[src/rtl/smap_lookup.sv]
module smap_lookup #(
  parameter int EMR_W    = 67,
  parameter int FRAME_W  = 12,
  parameter int BIT_W    = 12,
  parameter int REGION_W = 8,
  parameter int DROP_W   = 8,
  parameter int ADDR_W   = 32,
  parameter logic [ADDR_W-1:0] MAP_BASE = '0
) (
  input  logic                clk,
  input  logic                rst,
  input  logic [EMR_W-1:0]    msg_word,
  input  logic                msg_valid,
  input  logic                msg_err,
  input  logic                cmp_bypass,
  output logic [ADDR_W-1:0]   rd_addr,
  output logic                rd_req,
  output logic [3:0]          rd_lanes,
  input  logic                rd_wait,
  input  logic [31:0]         rd_data,
  input  logic                rd_dvalid,
  output logic                hit_critical,
  output logic                hit_benign,
  output logic [REGION_W-1:0] region_id,
  output logic [DROP_W-1:0]   drop_count
);
  localparam int LOC_W = FRAME_W + BIT_W;
  localparam logic [DROP_W-1:0] DROP_MAX = {DROP_W{1'b1}};

  typedef enum logic [2:0] {S_IDLE, S_TREQ, S_TRSP, S_RREQ, S_RRSP} state_t;

  state_t             state;
  logic [LOC_W-1:0]   cache_loc, cur_loc;
  logic               cache_ok;
  logic [ADDR_W-1:0]  byte_addr;

  logic [LOC_W-1:0]   loc;
  logic               take, hit, busy, unused_hi;
  logic [7:0]         lane_byte;
  logic [REGION_W-1:0] new_id;

  assign loc       = msg_word[LOC_W-1:0];
  assign unused_hi = ^msg_word[EMR_W-1:LOC_W];
  assign busy      = (state != S_IDLE);
  assign take      = msg_valid && !msg_err && !busy;
  assign hit       = cache_ok && (cache_loc == loc) && !cmp_bypass;
  assign lane_byte = rd_data[{byte_addr[1:0], 3'b000} +: 8];
  assign new_id    = lane_byte[REGION_W-1:0];

  assign rd_req   = (state == S_TREQ) || (state == S_RREQ);
  assign rd_addr  = (state == S_TREQ)
                  ? MAP_BASE + (ADDR_W'(cur_loc[LOC_W-1:BIT_W]) << 2)
                  : {byte_addr[ADDR_W-1:2], 2'b00};
  assign rd_lanes = (state == S_TREQ) ? 4'b1111 : (4'b0001 << byte_addr[1:0]);

  always_ff @(posedge clk) begin
    if (rst) begin
      state        <= S_IDLE;
      cache_ok     <= 1'b0;
      cache_loc    <= '0;
      cur_loc      <= '0;
      byte_addr    <= '0;
      hit_critical <= 1'b0;
      hit_benign   <= 1'b0;
      region_id    <= '0;
      drop_count   <= '0;
    end else begin
      hit_critical <= 1'b0;
      hit_benign   <= 1'b0;
      if (msg_valid && !msg_err && busy && drop_count != DROP_MAX)
        drop_count <= drop_count + 1'b1;
      case (state)
        S_IDLE: if (take) begin
          cache_ok  <= 1'b1;
          cache_loc <= loc;
          if (!hit) begin
            cur_loc <= loc;
            state   <= S_TREQ;
          end
        end
        S_TREQ: if (!rd_wait) state <= S_TRSP;
        S_TRSP: if (rd_dvalid) begin
          byte_addr <= ADDR_W'(rd_data) + ADDR_W'(cur_loc[BIT_W-1:0]);
          state     <= S_RREQ;
        end
        S_RREQ: if (!rd_wait) state <= S_RRSP;
        S_RRSP: if (rd_dvalid) begin
          region_id    <= new_id;
          hit_critical <= |new_id;
          hit_benign   <= ~|new_id;
          state        <= S_IDLE;
        end
        default: state <= S_IDLE;
      endcase
    end
  end

  p_one_flag_r7: assert property (@(posedge clk) disable iff (rst)
    !(hit_critical && hit_benign));
  p_flag_pulse_r7: assert property (@(posedge clk) disable iff (rst)
    (hit_critical || hit_benign) |=> !hit_critical && !hit_benign);
  p_id_class_r7: assert property (@(posedge clk) disable iff (rst)
    hit_benign |-> region_id == '0);
  p_hold_wait_r5: assert property (@(posedge clk) disable iff (rst)
    rd_req && rd_wait |=> rd_req && $stable(rd_addr) && $stable(rd_lanes));
  p_release_r5: assert property (@(posedge clk) disable iff (rst)
    rd_req && !rd_wait |=> !rd_req);
  p_lanes_r4: assert property (@(posedge clk) disable iff (rst)
    rd_req |-> rd_lanes == 4'b1111 || $countones(rd_lanes) == 1);
  p_drop_mono_r10: assert property (@(posedge clk) disable iff (rst)
    1'b1 |=> drop_count >= $past(drop_count));
  p_err_idle_r2: assert property (@(posedge clk) disable iff (rst)
    !busy && msg_valid && msg_err |=> !rd_req);
endmodule

[config.mk]
export PLATFORM = sky130hd
export DESIGN_NAME = smap_lookup
export DESIGN_NICKNAME = d
export VERILOG_FILES = /design/src/rtl/smap_lookup.sv
export SDC_FILE = /design/constraint.sdc
export NUM_CORES = 1
export LEC_CHECK = 0
export ABC_CLOCK_PERIOD_IN_PS = 2800
export CORE_UTILIZATION = 48
export CTS_CLUSTER_SIZE = 14
export DETAILED_ROUTE_END_ITERATION = 7
export GPL_ROUTABILITY_DRIVEN = 0
export GPL_TIMING_DRIVEN = 1
export PLACE_DENSITY = 0.81
export SYNTH_ARGS = -nofsm -noshare
export SYNTH_HDL_FRONTEND = slang
export SYNTH_SLANG_ARGS = --single-unit
[constraint.sdc]
create_clock -name clk -period 2.8 [get_ports clk]
set_input_delay 0.28 -clock clk [delete_from_list [all_inputs] [get_ports clk]]
set_output_delay 0.28 -clock clk [all_outputs]
set_load 0.03 [all_outputs]
# After elaboration in Yosys (flattened, before gate mapping)
# Index checks and enable logic that the tools add are counted.
[word_totals] regBits=102 word_cells=57 in_bits=106
[classes] n_mux=9 bitwise=3 shifts=2 add_sub_neg=2 n_reduce_logical=20 eq_ne=12
[ops] cell="$add 32x12->32" count=1
[ops] cell="$mux 32" count=1
[ops] cell="$shiftx 32x6->8" count=1
[ops] cell="$eq 24x24->1" count=1
[ops] cell="$mux 3" count=6
[ops] cell="$pmux 3 s5" count=1
[ops] cell="$ne 2x2->1 const B" count=6
[ops] cell="$add 8x1->8 const B" count=1
[ops] cell="$ne 8x8->1 const B" count=1
[ops] cell="$reduce_or 8->1" count=1
[ops] cell="$eq 3x2->1 const B" count=2
[ops] cell="$logic_and 1x1->1" count=6
[ops] cell="$reduce_and 2->1" count=3
[ops] cell="$reduce_and 6->1" count=1
[ops] cell="$logic_not 1->1" count=4
[ops] cell="$mux 4" count=1
[ops] cell="$shl 1x2->4 const A" count=1
[ops] cell="$eq 3x1->1 const B" count=1
[ops] cell="$eq 3x3->1 const B" count=1
[ops] cell="$logic_not 3->1" count=1
[ops] cell="$not 1->1" count=3
[ops] cell="$reduce_and 3->1" count=1
[ops] cell="$reduce_bool 3->1" count=1
[ops] cell="$reduce_or 3->1" count=1
[ops] cell="$logic_or 1x1->1" count=1

# Depth between registers and ports, before layout
# Gate-level depths: netlist (run 1).
[depth] depth_word=6 depth_mapped=10 ltp_nobuf=9

# Least setup slack after synthesis (run 1)
# OpenSTA, ideal clock, no wires.
[synth_path] kind="register -> register" start="reg cur_loc[0]" end="reg byte_addr[28]" arrival_time_ns=2.031 period_less_slack_ns=2.127 setup_slack_ns=0.673 required_time_ns=2.705 n_path_buf=1 path_stages_with_launch=11 cell_sequence="dfxtp_1 -> ha_1 -> inv_1 -> fa_1 -> nor2b_1 -> o211ai_1 -> a21oi_1 -> nor3_4 -> buf_6 -> nand3b_1 -> a221oi_1"
[synth_via] elab_chain_cells=1
[synth_rtl] element="from (decl)" line_no="33" text="logic [LOC_W-1:0] cache_loc, cur_loc;"
[synth_rtl] element="from (signal assigned)" line_no="77" text="cur_loc <= loc;"
[synth_rtl] element="$add 32x12->32" line_no="83" text="byte_addr <= ADDR_W'(rd_data) + ADDR_W'(cur_loc[BIT_W-1:0]);"
[synth_rtl] element="to (signal assigned)" line_no="83"
[synth_rtl] element="to (decl)" line_no="35" text="logic [ADDR_W-1:0] byte_addr;"
# Every way passes these cells.
# A chain may end at the register's enable or synchronous reset.

# Worst setup path in the final report (run 1)
[layout_path] start="reg state[0]" end="out rd_addr[11]"
[layout_via] elab_chain_cells=2
[layout_rtl] element="from (decl)" line_no="32" text="state_t state;"
[layout_rtl] element="from (signal assigned)" line_no="58" text="state <= S_IDLE;"
[layout_rtl] element="from (signal assigned)" line_no="78" text="state <= S_TREQ;"
[layout_rtl] element="from (signal assigned)" line_no="81" text="S_TREQ: if (!rd_wait) state <= S_TRSP;"
[layout_rtl] element="$eq 3x1->1" line_no="51" text="assign rd_addr = (state == S_TREQ)"
[layout_rtl] element="$mux 32" line_no="52" text="? MAP_BASE + (ADDR_W'(cur_loc[LOC_W-1:BIT_W]) << 2)"
[layout_rtl] element="to (decl)" line_no="16" text="output logic [ADDR_W-1:0] rd_addr,"
# Every way passes these cells.

==> impl_results.html, run 1 <==
<table>
<tr><th>Metric</th><th>Value</th></tr>
<tr><th colspan="2">Run status</th></tr>
<tr><td>Outcome</td><td>complete, no violations</td></tr>
<tr><th colspan="2">Worst setup path</th></tr>
<tr><td>Largest fanout on the critical path</td><td>12</td></tr>
<tr><td>Critical path class</td><td>reg2out</td></tr>
<tr><td>Critical path required time</td><td>approximately 2.5 ns</td></tr>
<tr><td>Type of origin of the critical path</td><td>flip-flop</td></tr>
<tr><td>Signal arrival time at the worst endpoint</td><td>2.33 ns</td></tr>
<tr><td>Worst setup EP type</td><td>output port</td></tr>
<tr><td>Number of cells on the worst reg-to-reg path</td><td>9</td></tr>
<tr><th colspan="2">CTS</th></tr>
<tr><td>Clock buffer depth</td><td>2</td></tr>
<tr><td>CTS tree</td><td>yes</td></tr>
<tr><td>CTS Hold Bufs</td><td>0</td></tr>
<tr><td>Register clock-pin slew on the reported worst setup and hold paths</td><td>approximately 0.080 ns</td></tr>
<tr><td>Inserted Clock Buffers</td><td>9</td></tr>
<tr><td>Source-to-sink clock delay at the later pin of the worst-skew pair</td><td>0.35 ns</td></tr>
<tr><td>Number of buffers added for setup after CTS</td><td>0</td></tr>
<tr><td>Post-cts sizing count</td><td>0</td></tr>
<tr><td>Sink Count</td><td>102</td></tr>
<tr><td>Root cell of the clock tree</td><td>sky130_fd_sc_hd__clkbuf_16</td></tr>
<tr><td>Max H-tree Level</td><td>3</td></tr>
<tr><th colspan="2">Route</th></tr>
<tr><td>Average vias per placed instance</td><td>5.80</td></tr>
<tr><td>Routed metal-1 wire length</td><td>6.28 mm</td></tr>
<tr><td>Initial DRC count</td><td>353</td></tr>
<tr><td>DR top layer</td><td>met4</td></tr>
<tr><td>Post-route DRC violation count</td><td>0</td></tr>
<tr><td>Per-cell routed wire length</td><td>17.2 microns</td></tr>
<tr><td>Routed met2 length</td><td>7.64 mm</td></tr>
<tr><td>Drt total wl</td><td>15.4 mm</td></tr>
<tr><td>Total number of vias</td><td>5202</td></tr>
<tr><td>Total met3 wirelength after detailed routing</td><td>1.03 mm</td></tr>
<tr><td>Pre-Repair DR Iteration Count</td><td>5</td></tr>
<tr><td>Remaining number of nets flagged by the antenna check after routing</td><td>0</td></tr>
<tr><th colspan="2">Timing</th></tr>
<tr><td>Slew at the pin with the worst max-slew slack</td><td>a little over 0.9 ns</td></tr>
<tr><td>Number of hold-slack violations in the final timing report</td><td>0</td></tr>
<tr><td>Unrepaired setup endpoints after global routing</td><td>false</td></tr>
<tr><td>Worst rel slew slack</td><td>39.2%</td></tr>
<tr><td>Part of the cycle the worst path needs</td><td>between 90 and 100%</td></tr>
<tr><td>Period minus WS final</td><td>2.61 ns</td></tr>
<tr><td>Clock tree skew after final layout</td><td>0.0139 ns</td></tr>
<tr><td>Setup TNS</td><td>0 ns</td></tr>
<tr><td>Final max-slew violation count</td><td>0</td></tr>
<tr><td>Final Setup Violations</td><td>0</td></tr>
<tr><td>Maximum clock frequency</td><td>about 380 MHz</td></tr>
<tr><th colspan="2">Final layout</th></tr>
<tr><td>Most common cell after layout, fill and taps aside</td><td>sky130_fd_sc_hd__clkdlybuf4s50_1</td></tr>
<tr><td>Non-filler cells in the finished layout</td><td>approximately 900</td></tr>
<tr><td>Filler cell count in the final layout</td><td>approximately 900</td></tr>
<tr><td>Number of antenna diodes</td><td>0</td></tr>
<tr><td>Fraction of final layout cells with drive strength greater than 1</td><td>10.3%</td></tr>
<tr><td>Highest-count cells in the layout ignoring fill and taps</td><td>sky130_fd_sc_hd__clkdlybuf4s50_1, sky130_fd_sc_hd__dfxtp_1, sky130_fd_sc_hd__nand2_1</td></tr>
<tr><td>Layout area overhead</td><td>30.7%</td></tr>
<tr><td>Final net count</td><td>872</td></tr>
<tr><td>Final core utilization</td><td>between 60% and 70%</td></tr>
<tr><th colspan="2">Die</th></tr>
<tr><td>Initial cell density of the core</td><td>49.9%</td></tr>
<tr><td>Die area</td><td>roughly 12000 sq um</td></tr>
<tr><td>Vert. Die Dim</td><td>109 microns</td></tr>
<tr><td>Number of standard-cell rows in the floorplan</td><td>38</td></tr>
<tr><td>I/O pin cnt</td><td>approximately 160</td></tr>
<tr><td>Core region area</td><td>10900 sq um</td></tr>
<tr><td>Chip Width</td><td>109 microns</td></tr>
<tr><th colspan="2">Synthesis</th></tr>
<tr><td>Fraction of synthesized area in multiplexers</td><td>10.7%</td></tr>
<tr><td>Netlist area before placement</td><td>around 5500 sq um</td></tr>
<tr><td>Sequential element share of the synthesized area</td><td>37.4%</td></tr>
<tr><td>Top FF cell, synth</td><td>sky130_fd_sc_hd__dfxtp_1</td></tr>
<tr><td>Post-Syn Instances</td><td>~640</td></tr>
<tr><td>Mapped Avg Cell Area</td><td>about 8.6 sq um</td></tr>
<tr><td>Area share of and/or/nand/nor cells after synthesis</td><td>22.2%</td></tr>
<tr><td>Post-synthesis adder-cell area fraction</td><td>3.35%</td></tr>
<tr><td>Post-synthesis compound-gate area fraction</td><td>14.8%</td></tr>
<tr><td>Yosys warning count</td><td>0</td></tr>
<tr><td>Distinct cells, synth</td><td>59</td></tr>
<tr><td>Share of the synthesized netlist area taken by xor and xnor gates</td><td>7.71%</td></tr>
<tr><td>Fraction of synthesis flops using an asynchronous set or reset pin</td><td>0%</td></tr>
<tr><td>Number of flops mapped to enable cells by yosys</td><td>0</td></tr>
<tr><td>Post-synthesis sequential element count</td><td>102</td></tr>
<tr><td>Main combinational cell family by area after synthesis</td><td>simple AND/OR/NAND/NOR gates</td></tr>
<tr><th colspan="2">Min path</th></tr>
<tr><td>Hold/Removal Path Class</td><td>in2reg</td></tr>
<tr><td>Cells on Worst Hold Path</td><td>4</td></tr>
<tr><th colspan="2">Run</th></tr>
<tr><td>Max Cap Viol</td><td>0</td></tr>
<tr><th colspan="2">Global routing</th></tr>
<tr><td>Maximum number of pins on one net before global-route repair</td><td>88</td></tr>
<tr><td>Via count of the first global-routing pass</td><td>5015</td></tr>
<tr><td>Wire length of the first global-routing pass</td><td>24.3 mm</td></tr>
<tr><td>Global routing usage summed across all routing layers</td><td>about a quarter</td></tr>
<tr><td>Global route total overflow</td><td>0</td></tr>
<tr><td>Initial antenna violation count</td><td>0</td></tr>
<tr><th colspan="2">Power and ir drop</th></tr>
<tr><td>VDD IR max</td><td>0.000267 V</td></tr>
<tr><td>Pwr Density</td><td>~500 nW/um^2</td></tr>
<tr><td>Leakage dissipation</td><td>2.60 nW</td></tr>
<tr><th colspan="2">Placed design</th></tr>
<tr><td>Final HPWL DP</td><td>11.3 mm</td></tr>
<tr><td>Number of placed cells counting well taps</td><td>881</td></tr>
<tr><td>Count of input and output buffers</td><td>around 120</td></tr>
</table>
## path summary, 6_finish.rpt
kind / from / endpoint / slack [ns]
max: state[0] / rd_addr[11] / 0.19
min: rst / byte_addr[17] / 0.38
max reg2reg: cur_loc[0] / byte_addr[10] / 0.30
min reg2reg: byte_addr[4] / byte_addr[4] / 0.46
## layer usage
metal | track usage [%] | vias to the layer above
met3 | 3.44 | 43
met1 | 32.2 | 2453
li1 | - | 2481
met2 | 46.2 | 225
met4 | 12.5 | 0
met5 | 0 | -
## state kept, by name, indices dropped and copies added (netlist names)
name,count
byte_addr,32
cache_loc,24
cur_loc,24
drop_count,8
region_id,8
state,3
cache_ok,1
hit_benign,1
hit_critical,1
## stage by stage
stage / total power [mW] / setup WS, ns / cell area, sq um / hold slack (ns)
after CTS: 3.47 / 0.179 / 7130 / 0.365
after global routing: 3.58 / 0.0547 / 7130 / 0.402
after floorplan: 1.97 / 0.673 / 5460 / 0.416
after global placement: 2.24 / -0.000480 / 6840 / 0.442
final: 3.46 / 0.187 / 7130 / 0.381
after detailed placement: 2.26 / -0.0635 / 6840 / 0.445
## critical path: stages, from the launching register on
cell and delay [ns]:
sky130_fd_sc_hd__dfxtp_1 0.48, sky130_fd_sc_hd__nor2b_1 0.28, sky130_fd_sc_hd__nand2b_1 0.10, sky130_fd_sc_hd__buf_4 0.20, sky130_fd_sc_hd__mux2_2 0.25, sky130_fd_sc_hd__clkdlybuf4s50_1 0.67
## cell usage after synthesis, types with 2 or more instances
library cell	number	share of area [%]
sky130_fd_sc_hd__nor3_1	7	0.64
sky130_fd_sc_hd__a2111oi_2	2	0.55
sky130_fd_sc_hd__nand2b_1	3	0.34
sky130_fd_sc_hd__nand4_1	11	1.3
sky130_fd_sc_hd__nand3b_1	3	0.41
sky130_fd_sc_hd__xnor2_1	30	4.8
sky130_fd_sc_hd__o211ai_1	4	0.55
sky130_fd_sc_hd__ha_1	13	3.0
sky130_fd_sc_hd__a31oi_1	5	0.57
sky130_fd_sc_hd__mux2_2	12	2.5
sky130_fd_sc_hd__a21o_1	6	0.83
sky130_fd_sc_hd__xor2_1	18	2.9
sky130_fd_sc_hd__buf_1	3	0.21
sky130_fd_sc_hd__mux4_2	8	3.3
sky130_fd_sc_hd__and4_1	3	0.48
sky130_fd_sc_hd__a211oi_1	6	0.83
sky130_fd_sc_hd__nand3_1	12	1.1
sky130_fd_sc_hd__buf_2	7	0.64
sky130_fd_sc_hd__and3_1	12	1.4
sky130_fd_sc_hd__a211o_1	2	0.32
sky130_fd_sc_hd__nor2b_1	4	0.46
sky130_fd_sc_hd__inv_1	7	0.48
sky130_fd_sc_hd__mux2i_1	27	5.0
sky130_fd_sc_hd__dfxtp_1	102	37
sky130_fd_sc_hd__nand2_1	101	7.0
sky130_fd_sc_hd__o21ai_0	22	2.0
sky130_fd_sc_hd__nor2_1	55	3.8
sky130_fd_sc_hd__a311o_1	5	0.92
sky130_fd_sc_hd__and2_1	21	2.4
sky130_fd_sc_hd__a221oi_1	2	0.32
sky130_fd_sc_hd__nor4_1	8	0.92
sky130_fd_sc_hd__buf_4	2	0.28
sky130_fd_sc_hd__a21oi_1	57	5.2
sky130_fd_sc_hd__o21a_1	4	0.55
sky130_fd_sc_hd__or3_1	3	0.34
sky130_fd_sc_hd__clkbuf_1	27	1.9
## report_power, final
part	internal [mW]	leakage (nW)	switching [mW]
Sequential	1.51	0.828	0.0462
Clock	0.642	0.145	0.581
Combinational	0.316	1.63	0.367
## cells by family after synthesis
kind of cell	after synthesis
buf+inv	47
simple gates	252
other cells	1
mux	47
xor+xnor	48
fa+ha+maj	14
flops	102
compound gates	126
## area by class of cell
| cell class | instances | area [sq um] | share of cell area, % |
|---|---|---|---|
| clock buffers | 10 | 239 | 3.35 |
| repair buffers | 143 | 1370 | 19.2 |
| flip-flops and latches | 102 | 2040 | 28.7 |
| well taps | 140 | 175 | 2.46 |
| inverters | 7 | 26.3 | 0.369 |
| multi-input cells | 489 | 3220 | 45.2 |
| clock inverters | 6 | 51.3 | 0.720 |
(Power assumes the default switching activity.)
==> inputs of run 2 (changes only) <==
CORE_UTILIZATION = 64   (was 48)
DONT_BUFFER_PORTS = 1   (was not set)
PLACE_DENSITY = 0.8   (was 0.81)
==> impl_results.html, run 2 (synthesis results as in run 1) <==
<table>
<tr><th>Metric</th><th>Value</th></tr>
<tr><th colspan="2">Timing</th></tr>
<tr><td>Part of the cycle the worst path needs</td><td>92.3%</td></tr>
<tr><td>Slew at the pin with the worst max-slew slack</td><td>1.01 ns</td></tr>
<tr><td>Period minus WS final</td><td>about 2.6 ns</td></tr>
<tr><td>Final Setup Violations</td><td>0</td></tr>
<tr><td>Maximum clock frequency</td><td>387 MHz</td></tr>
<tr><td>Final max-slew violation count</td><td>0</td></tr>
<tr><td>Unrepaired setup endpoints after global routing</td><td>false</td></tr>
<tr><td>Clock tree skew after final layout</td><td>around 0.011 ns</td></tr>
<tr><td>Setup TNS</td><td>0 ns</td></tr>
<tr><td>Number of hold-slack violations in the final timing report</td><td>0</td></tr>
<tr><td>Worst rel slew slack</td><td>32.5%</td></tr>
<tr><th colspan="2">Placed design</th></tr>
<tr><td>Number of placed cells counting well taps</td><td>~710</td></tr>
<tr><td>Count of input and output buffers</td><td>0</td></tr>
<tr><td>Final HPWL DP</td><td>approximately 10 mm</td></tr>
<tr><th colspan="2">Route</th></tr>
<tr><td>Remaining number of nets flagged by the antenna check after routing</td><td>0</td></tr>
<tr><td>Average vias per placed instance</td><td>around 6.4</td></tr>
<tr><td>Initial DRC count</td><td>321</td></tr>
<tr><td>Per-cell routed wire length</td><td>19.3 microns</td></tr>
<tr><td>Pre-Repair DR Iteration Count</td><td>5</td></tr>
<tr><td>Post-route DRC violation count</td><td>0</td></tr>
<tr><td>Total number of vias</td><td>4648</td></tr>
<tr><td>Drt total wl</td><td>14.1 mm</td></tr>
<tr><th colspan="2">Worst setup path</th></tr>
<tr><td>Worst setup path startpoint</td><td>cur_loc[7]</td></tr>
<tr><td>Worst R2R Setup Slack</td><td>between 0.2 and 0.25 ns</td></tr>
<tr><td>CP max stage cell</td><td>sky130_fd_sc_hd__nor3_4</td></tr>
<tr><td>End of the worst register-to-register path</td><td>byte_addr[18]</td></tr>
<tr><td>Critical path class</td><td>reg2reg</td></tr>
<tr><td>Crit path cell chain</td><td>ha_1, a211oi_2, nor2_1, o311a_4, nor3_4, mux2i_1, a2111oi_2</td></tr>
<tr><td>Worst setup path endpoint</td><td>byte_addr[18]</td></tr>
<tr><td>Critical path required time</td><td>3.08 ns</td></tr>
<tr><td>Worst R2R Start</td><td>cur_loc[7]</td></tr>
<tr><td>Largest fanout on the critical path</td><td>14</td></tr>
<tr><td>Worst setup EP type</td><td>flip-flop</td></tr>
<tr><td>Signal arrival time at the worst endpoint</td><td>2.87 ns</td></tr>
<tr><td>Number of cells on the worst reg-to-reg path</td><td>7</td></tr>
<tr><td>Type of origin of the critical path</td><td>flip-flop</td></tr>
<tr><td>CP peak stage delay</td><td>0.48 ns</td></tr>
<tr><th colspan="2">CTS</th></tr>
<tr><td>Root cell of the clock tree</td><td>sky130_fd_sc_hd__clkbuf_8</td></tr>
<tr><td>Source-to-sink clock delay at the later pin of the worst-skew pair</td><td>0.38 ns</td></tr>
<tr><td>Max H-tree Level</td><td>3</td></tr>
<tr><td>Number of buffers added for setup after CTS</td><td>0</td></tr>
<tr><td>Inserted Clock Buffers</td><td>9</td></tr>
<tr><td>CTS tree</td><td>yes</td></tr>
<tr><td>Sink Count</td><td>102</td></tr>
<tr><td>Clock buffer depth</td><td>2</td></tr>
<tr><td>Register clock-pin slew on the reported worst setup and hold paths</td><td>~0.1 ns</td></tr>
<tr><th colspan="2">Power and ir drop</th></tr>
<tr><td>Internal power</td><td>2.08 mW</td></tr>
<tr><td>Clock network fraction of total power</td><td>30.8%</td></tr>
<tr><td>Sw Share</td><td>29.6%</td></tr>
<tr><td>Net load switching power</td><td>0.872 mW</td></tr>
<tr><td>Portion of total power attributed to combinational logic</td><td>16.3%</td></tr>
<tr><td>Leakage dissipation</td><td>2.05 nW</td></tr>
<tr><td>VDD IR max</td><td>~0.00033 V</td></tr>
<tr><td>Share of power burned in registers</td><td>52.9%</td></tr>
<tr><td>Pwr Density</td><td>slightly above 500 nW/um^2</td></tr>
<tr><th colspan="2">Die</th></tr>
<tr><td>I/O pin cnt</td><td>161</td></tr>
<tr><td>Die area</td><td>approximately 8900 sq um</td></tr>
<tr><td>Vert. Die Dim</td><td>94.3 microns</td></tr>
<tr><td>Core region area</td><td>between 8000 and 9000 sq um</td></tr>
<tr><td>Chip Width</td><td>94.3 microns</td></tr>
<tr><td>Initial cell density of the core</td><td>66.4%</td></tr>
<tr><td>Number of standard-cell rows in the floorplan</td><td>33</td></tr>
<tr><th colspan="2">Final layout</th></tr>
<tr><td>Number of antenna diodes</td><td>0</td></tr>
<tr><td>Most common cell after layout, fill and taps aside</td><td>sky130_fd_sc_hd__dfxtp_1</td></tr>
<tr><td>Top flop regs</td><td>byte_addr (32), cache_loc (24), cur_loc (24)</td></tr>
<tr><td>Fraction of final layout cells with drive strength greater than 1</td><td>about a tenth</td></tr>
<tr><td>Top register by number of flip-flops</td><td>byte_addr</td></tr>
<tr><td>Non-filler cells in the finished layout</td><td>730</td></tr>
<tr><td>Final net count</td><td>740</td></tr>
<tr><td>Highest-count cells in the layout ignoring fill and taps</td><td>sky130_fd_sc_hd__dfxtp_1, sky130_fd_sc_hd__nand2_1, sky130_fd_sc_hd__a21oi_1</td></tr>
<tr><td>Layout area overhead</td><td>4.86%</td></tr>
<tr><td>Flip-flop count of the largest register after layout</td><td>32</td></tr>
<tr><th colspan="2">Global routing</th></tr>
<tr><td>Global routing met2 resource utilization</td><td>56.0%</td></tr>
<tr><td>Wire length of the first global-routing pass</td><td>22.0 mm</td></tr>
<tr><td>Initial antenna violation count</td><td>0</td></tr>
<tr><td>Global routing usage summed across all routing layers</td><td>32.5%</td></tr>
<tr><td>Global route total overflow</td><td>0</td></tr>
<tr><td>Met3 Resource Use GR</td><td>8.50%</td></tr>
<tr><td>Maximum number of pins on one net before global-route repair</td><td>82</td></tr>
<tr><td>GRT Max-Usage Layer</td><td>met2</td></tr>
<tr><td>Via count of the first global-routing pass</td><td>4440</td></tr>
<tr><td>M1 GR Usage</td><td>38.6%</td></tr>
<tr><th colspan="2">Run</th></tr>
<tr><td>Max Cap Viol</td><td>0</td></tr>
<tr><th colspan="2">Run status</th></tr>
<tr><td>Outcome</td><td>complete, no violations</td></tr>
<tr><th colspan="2">Min path</th></tr>
<tr><td>Hold/Removal Path Class</td><td>in2reg</td></tr>
</table>
[run 2: layout make-up]
type	count	area (sq um)
Timing Repair Buffer	11	103
Fill cell	674	2500
Clock inverter	4	30.0
Tap cell	105	131
Multi-Input combinational cell	489	3230
Inverter	7	26.3
Sequential cell	102	2040
Clock buffer	12	155
[run 2: what timing repair did]
item,in CTS,in global routing
endpoints found under the setup margin,0,0
hold buffers,1,0
gates resized for setup,0,0
hold endpoints to repair,81,0
[run 2: stage by stage]
| stage | power [mW] | worst slack (ns) | utilization (%) | instance area [sq um] | hold WS, ns |
|---|---|---|---|---|---|
| after floorplan | 1.97 | 0.673 | - | 5460 | 0.416 |
| after global placement | 2.02 | 0.360 | 67.0 | 5510 | 0.357 |
| after detailed placement | 2.04 | 0.244 | 67.0 | 5510 | 0.358 |
| after CTS | 2.94 | 0.230 | 69.6 | 5720 | 0.0200 |
| after global routing | 3.05 | 0.0936 | 69.6 | 5720 | 0.0158 |
| final | 2.95 | 0.216 | 69.6 | 5720 | 0.0197 |
[run 2: how the worst min path moves through the flow]
stage / from / end / slack (ns) / cells after the start
after detailed placement: rst / byte_addr[9] / 0.36 / 1
after floorplan: msg_word[0] / cache_loc[0] / 0.42 / 2
after global routing: msg_word[7] / cache_loc[7] / 0.02 / 2
final: msg_word[13] / cache_loc[13] / 0.02 / 2
after global placement: rst / byte_addr[6] / 0.36 / 1
after CTS: msg_word[14] / cache_loc[14] / 0.02 / 2
[run 2: critical path: cells and delay by family, from the launching register on]
kind	cells	cell delay, ns
and+or+nand+nor	2	0.61
adders and majority gates	1	0.38
DFF	1	0.33
AOI/OAI and AO/OA	3	0.97
muxes	1	0.20
[run 2: per-layer routing]
layer	up-vias	routed length [microns]	part of all wire, %
met5	-	0	0
met4	0	389	2.8
met3	39	1250	8.9
met2	218	6980	49
met1	2194	5500	39
li1	2197	-	-
[run 2: power by group through the flow]
stage | Sequential [mW] | Combinational, mW | Clock [mW]
CTS | 1.56 | 0.475 | 0.908
global placement | 1.59 | 0.434 | 0
detailed placement | 1.59 | 0.448 | 0
global route | 1.57 | 0.520 | 0.964
floorplan | 1.57 | 0.397 | 0
finish | 1.56 | 0.480 | 0.909
==> inputs of run 3 (changes only) <==
--- a/config.mk
+++ b/config.mk
@@ -6,4 +6,5 @@
 export NUM_CORES = 1
 export LEC_CHECK = 0
+export ABC_AREA = 1
 export ABC_CLOCK_PERIOD_IN_PS = 2800
 export CORE_UTILIZATION = 64
==> constraint.sdc (replaced) <==
create_clock -name clk -period 2.8 [get_ports clk]
set_input_delay 0.28 -clock clk [delete_from_list [all_inputs] [get_ports clk]]
set_output_delay 0.28 -clock clk [all_outputs]
set_load 0.1 [all_outputs]
==> impl_results.html, run 3 <==
<table>
<tr><th>Metric</th><th>Value</th></tr>
<tr><th colspan="2">Synthesis</th></tr>
<tr><td>Post-synthesis compound-gate area fraction</td><td>about 22%</td></tr>
<tr><td>Post-synth top area share</td><td>about a third</td></tr>
<tr><td>Post-synthesis sequential element count</td><td>102</td></tr>
<tr><td>Area share of and/or/nand/nor cells after synthesis</td><td>about a quarter</td></tr>
<tr><td>Fraction of synthesis flops using an asynchronous set or reset pin</td><td>0%</td></tr>
<tr><td>Netlist area before placement</td><td>5870 sq um</td></tr>
<tr><td>Top cells by instance count after synthesis</td><td>sky130_fd_sc_hd__nand2_1, sky130_fd_sc_hd__inv_1, sky130_fd_sc_hd__o21ai_0, sky130_fd_sc_hd__dfxtp_1, sky130_fd_sc_hd__a21oi_1</td></tr>
<tr><td>Post-Syn Instances</td><td>885</td></tr>
<tr><td>Cell with the most instances after synthesis</td><td>sky130_fd_sc_hd__nand2_1</td></tr>
<tr><td>Number of flops mapped to enable cells by yosys</td><td>0</td></tr>
<tr><td>Sequential element share of the synthesized area</td><td>34.8%</td></tr>
<tr><td>Area contributors post-synth</td><td>sky130_fd_sc_hd__dfxtp_1, sky130_fd_sc_hd__nand2_1, sky130_fd_sc_hd__inv_1</td></tr>
<tr><td>Main combinational cell family by area after synthesis</td><td>simple AND/OR/NAND/NOR gates</td></tr>
<tr><td>Yosys warning count</td><td>0</td></tr>
<tr><td>Area leader, netlist</td><td>sky130_fd_sc_hd__dfxtp_1</td></tr>
<tr><td>Post-synthesis adder-cell area fraction</td><td>3.11%</td></tr>
<tr><td>Distinct cells, synth</td><td>43</td></tr>
<tr><td>Share of the synthesized netlist area taken by xor and xnor gates</td><td>2.83%</td></tr>
<tr><td>Fraction of synthesized area in multiplexers</td><td>0%</td></tr>
<tr><td>Top FF cell, synth</td><td>sky130_fd_sc_hd__dfxtp_1</td></tr>
<tr><td>Mapped Avg Cell Area</td><td>6.63 sq um</td></tr>
<tr><th colspan="2">Worst setup path</th></tr>
<tr><td>CP peak stage delay</td><td>approximately 0.4 ns</td></tr>
<tr><td>Most used cell, CP</td><td>sky130_fd_sc_hd__inv_1</td></tr>
<tr><td>Largest fanout on the critical path</td><td>3</td></tr>
<tr><td>Worst setup EP type</td><td>flip-flop</td></tr>
<tr><td>Buffering stage count on the worst path with inverters included</td><td>3</td></tr>
<tr><td>Signal arrival time at the worst endpoint</td><td>2.46 ns</td></tr>
<tr><td>Critical path class</td><td>reg2reg</td></tr>
<tr><td>Crit path cell chain</td><td>ha_1, inv_1, fa_1, o21ai_2, nand2_1, nand2_2, inv_1, o21ai_2, xor2_1, o21bai_1, inv_1</td></tr>
<tr><td>Type of origin of the critical path</td><td>flip-flop</td></tr>
<tr><td>CP max stage cell</td><td>sky130_fd_sc_hd__fa_1</td></tr>
<tr><td>Critical path required time</td><td>3.13 ns</td></tr>
<tr><td>Worst R2R Setup Slack</td><td>0.67 ns</td></tr>
<tr><td>Family with the most delay on the worst path</td><td>adder cells</td></tr>
<tr><th colspan="2">Global routing</th></tr>
<tr><td>Via count of the first global-routing pass</td><td>5745</td></tr>
<tr><td>Global routing usage summed across all routing layers</td><td>33.4%</td></tr>
<tr><td>Wire length of the first global-routing pass</td><td>25.9 mm</td></tr>
<tr><td>Global route total overflow</td><td>0</td></tr>
<tr><td>Maximum number of pins on one net before global-route repair</td><td>39</td></tr>
<tr><td>Initial antenna violation count</td><td>0</td></tr>
<tr><th colspan="2">Route</th></tr>
<tr><td>Post-route DRC violation count</td><td>18</td></tr>
<tr><td>Pre-Repair DR Iteration Count</td><td>8</td></tr>
<tr><td>Per-cell routed wire length</td><td>15.1 microns</td></tr>
<tr><td>Remaining number of nets flagged by the antenna check after routing</td><td>0</td></tr>
<tr><td>Drt total wl</td><td>15.6 mm</td></tr>
<tr><td>Routed met2 length</td><td>7.36 mm</td></tr>
<tr><td>Total met3 wirelength after detailed routing</td><td>between 1 and 1.5 mm</td></tr>
<tr><td>Initial DRC count</td><td>327</td></tr>
<tr><td>Total number of vias</td><td>around 6000</td></tr>
<tr><td>DR top layer</td><td>met4</td></tr>
<tr><td>Routed metal-1 wire length</td><td>6.16 mm</td></tr>
<tr><td>Average vias per placed instance</td><td>5.80</td></tr>
<tr><th colspan="2">Final layout</th></tr>
<tr><td>Layout area overhead</td><td>18.4%</td></tr>
<tr><td>Most common cell after layout, fill and taps aside</td><td>sky130_fd_sc_hd__nand2_1</td></tr>
<tr><td>Top flop regs</td><td>byte_addr (32), cache_loc (24), cur_loc (24)</td></tr>
<tr><td>Area of the multi-input gates</td><td>3150 sq um</td></tr>
<tr><td>Filler cell count in the final layout</td><td>roughly 640</td></tr>
<tr><td>Fraction of final layout cells with drive strength greater than 1</td><td>12.3%</td></tr>
<tr><td>Flip-flop count of the largest register after layout</td><td>32</td></tr>
<tr><td>Highest-count cells in the layout ignoring fill and taps</td><td>sky130_fd_sc_hd__nand2_1, sky130_fd_sc_hd__inv_1, sky130_fd_sc_hd__dfxtp_1</td></tr>
<tr><td>Top register by number of flip-flops</td><td>byte_addr</td></tr>
<tr><td>Final net count</td><td>around 1000</td></tr>
<tr><td>Seq. cell area</td><td>2040 sq um</td></tr>
<tr><td>Number of antenna diodes</td><td>0</td></tr>
<tr><td>Non-filler cells in the finished layout</td><td>~1000</td></tr>
<tr><th colspan="2">Timing</th></tr>
<tr><td>Final max-slew violation count</td><td>0</td></tr>
<tr><td>Part of the cycle the worst path needs</td><td>76.1%</td></tr>
<tr><td>Slew at the pin with the worst max-slew slack</td><td>0.931 ns</td></tr>
<tr><td>Final setup slack of the worst path</td><td>roughly 0.67 ns</td></tr>
<tr><td>Maximum clock frequency</td><td>~470 MHz</td></tr>
<tr><td>Period minus WS final</td><td>2.13 ns</td></tr>
<tr><td>Number of hold-slack violations in the final timing report</td><td>0</td></tr>
<tr><td>Clock tree skew after final layout</td><td>0.0146 ns</td></tr>
<tr><td>Worst rel slew slack</td><td>between 30% and 40%</td></tr>
<tr><td>Unrepaired setup endpoints after global routing</td><td>false</td></tr>
<tr><td>Final Setup Violations</td><td>0</td></tr>
<tr><th colspan="2">CTS</th></tr>
<tr><td>Inserted Clock Buffers</td><td>9</td></tr>
<tr><td>Post-cts sizing count</td><td>0</td></tr>
<tr><td>Sink Count</td><td>~100</td></tr>
<tr><td>Register clock-pin slew on the reported worst setup and hold paths</td><td>roughly 0.11 ns</td></tr>
<tr><td>Number of buffers added for setup after CTS</td><td>0</td></tr>
<tr><td>CTS tree</td><td>yes</td></tr>
<tr><td>Clock buffer depth</td><td>2</td></tr>
<tr><td>Root cell of the clock tree</td><td>sky130_fd_sc_hd__clkbuf_8</td></tr>
<tr><td>Max H-tree Level</td><td>3</td></tr>
<tr><td>Source-to-sink clock delay at the later pin of the worst-skew pair</td><td>0.38 ns</td></tr>
<tr><th colspan="2">Die</th></tr>
<tr><td>I/O pin cnt</td><td>161</td></tr>
<tr><td>Chip Width</td><td>97.8 microns</td></tr>
<tr><td>Number of standard-cell rows in the floorplan</td><td>34</td></tr>
<tr><td>Die area</td><td>9560 sq um</td></tr>
<tr><td>Core region area</td><td>between 8000 and 9000 sq um</td></tr>
<tr><td>Initial cell density of the core</td><td>66.7%</td></tr>
<tr><td>Vert. Die Dim</td><td>97.8 microns</td></tr>
<tr><th colspan="2">Min path</th></tr>
<tr><td>Hold/Removal Path Class</td><td>in2reg</td></tr>
<tr><th colspan="2">Power and ir drop</th></tr>
<tr><td>Pwr Density</td><td>884 nW/um^2</td></tr>
<tr><td>VDD IR max</td><td>0.000526 V</td></tr>
<tr><td>Leakage dissipation</td><td>3.27 nW</td></tr>
<tr><td>Post-layout total power</td><td>6.14 mW</td></tr>
<tr><th colspan="2">Placed design</th></tr>
<tr><td>Pre-CTS setup slack</td><td>~0.72 ns</td></tr>
<tr><td>Number of placed cells counting well taps</td><td>a little over 1000</td></tr>
<tr><td>Count of input and output buffers</td><td>0</td></tr>
<tr><td>Final HPWL DP</td><td>12.0 mm</td></tr>
<tr><th colspan="2">Run</th></tr>
<tr><td>Max Cap Viol</td><td>0</td></tr>
<tr><th colspan="2">Run status</th></tr>
<tr><td>Outcome</td><td>finished with violations</td></tr>
<tr><td>Failing checks</td><td>design-rule violations</td></tr>
</table>
## run 3: cell count changes in the layout (fill, tap and decap cells not counted), moves of 24 or more
cell / delta
sky130_fd_sc_hd__inv_1: +135
sky130_fd_sc_hd__nand2_1: +87
sky130_fd_sc_hd__o21ai_0: +69
sky130_fd_sc_hd__buf_12: +34
sky130_fd_sc_hd__nand3_1: +31
sky130_fd_sc_hd__mux2i_1: -27
sky130_fd_sc_hd__a21oi_1: +25
sky130_fd_sc_hd__xnor2_1: -24
## run 3: stage by stage
stage / hold WS [ns] / area [sq um] / util (%) / TNS, ns
final: 0.0398 / 6950 / 79.0 / 0
after CTS: 0.0306 / 6950 / 79.0 / 0
after global routing: 0.0294 / 6950 / 79.0 / 0
after detailed placement: 0.353 / 6750 / 76.6 / 0
after global placement: 0.352 / 6750 / 76.6 / 0
after floorplan: 0.423 / 5930 / - / -0.617
## run 3: path summary, 6_finish.rpt
path         cells after the start          from       endpoint
max                             11    cur_loc[0]   byte_addr[8]
min                              2  msg_word[18]  cache_loc[18]
max reg2reg                     11    cur_loc[0]   byte_addr[8]
min reg2reg                      2      cache_ok       cache_ok
## run 3: cell families (layout without fill, tap and decap cells)
family | count (synthesis) | count (layout)
XOR/XNOR | 19 | 19
AND/OR/NAND/NOR | 334 | 334
AO/OA/AOI/OAI | 232 | 232
adder cells (fa/ha/maj) | 14 | 14
other | 1 | 2
buffers and inverters | 183 | 224
flip-flops | 102 | 102
## run 3: metal layers
metal / GRT usage [%] / up-vias
li1: - / 2938
met4: 21.0 / 0
met1: 37.9 / 2715
met5: 0 / -
met2: 58.0 / 275
met3: 6.59 / 71
## run 3: cell type report
cell class / count / share of cell area [%]
Tap cell: 108 / 1.94
Timing Repair Buffer: 60 / 12.6
Clock buffer: 11 / 2.03
Inverter: 148 / 7.99
Clock inverter: 5 / 0.756
Sequential cell: 102 / 29.4
Multi-Input combinational cell: 601 / 45.3
## run 3: power breakdown
group	switching, mW	internal [mW]	total, mW
clock network	0.551	0.367	0.918
registers	0.164	1.72	1.89
logic	2.33	1.01	3.34
## run 3: timing repair
item / CTS / global route
endpoints found under the hold margin: 15 / 0
endpoints found under the setup margin: 0 / 0
hold buffers: 1 / 0
## run 3: worst reg2reg max path, delay by kind of cell, from the launching register on
| kind | cells | cell delay [ns] |
|---|---|---|
| xor gates and xnor gates | 1 | 0.28 |
| DFF | 1 | 0.36 |
| and+or+nand+nor | 2 | 0.19 |
| adders and majority gates | 2 | 0.57 |
| buffers and inverters | 3 | 0.19 |
| AOI/OAI and AO/OA | 3 | 0.49 |
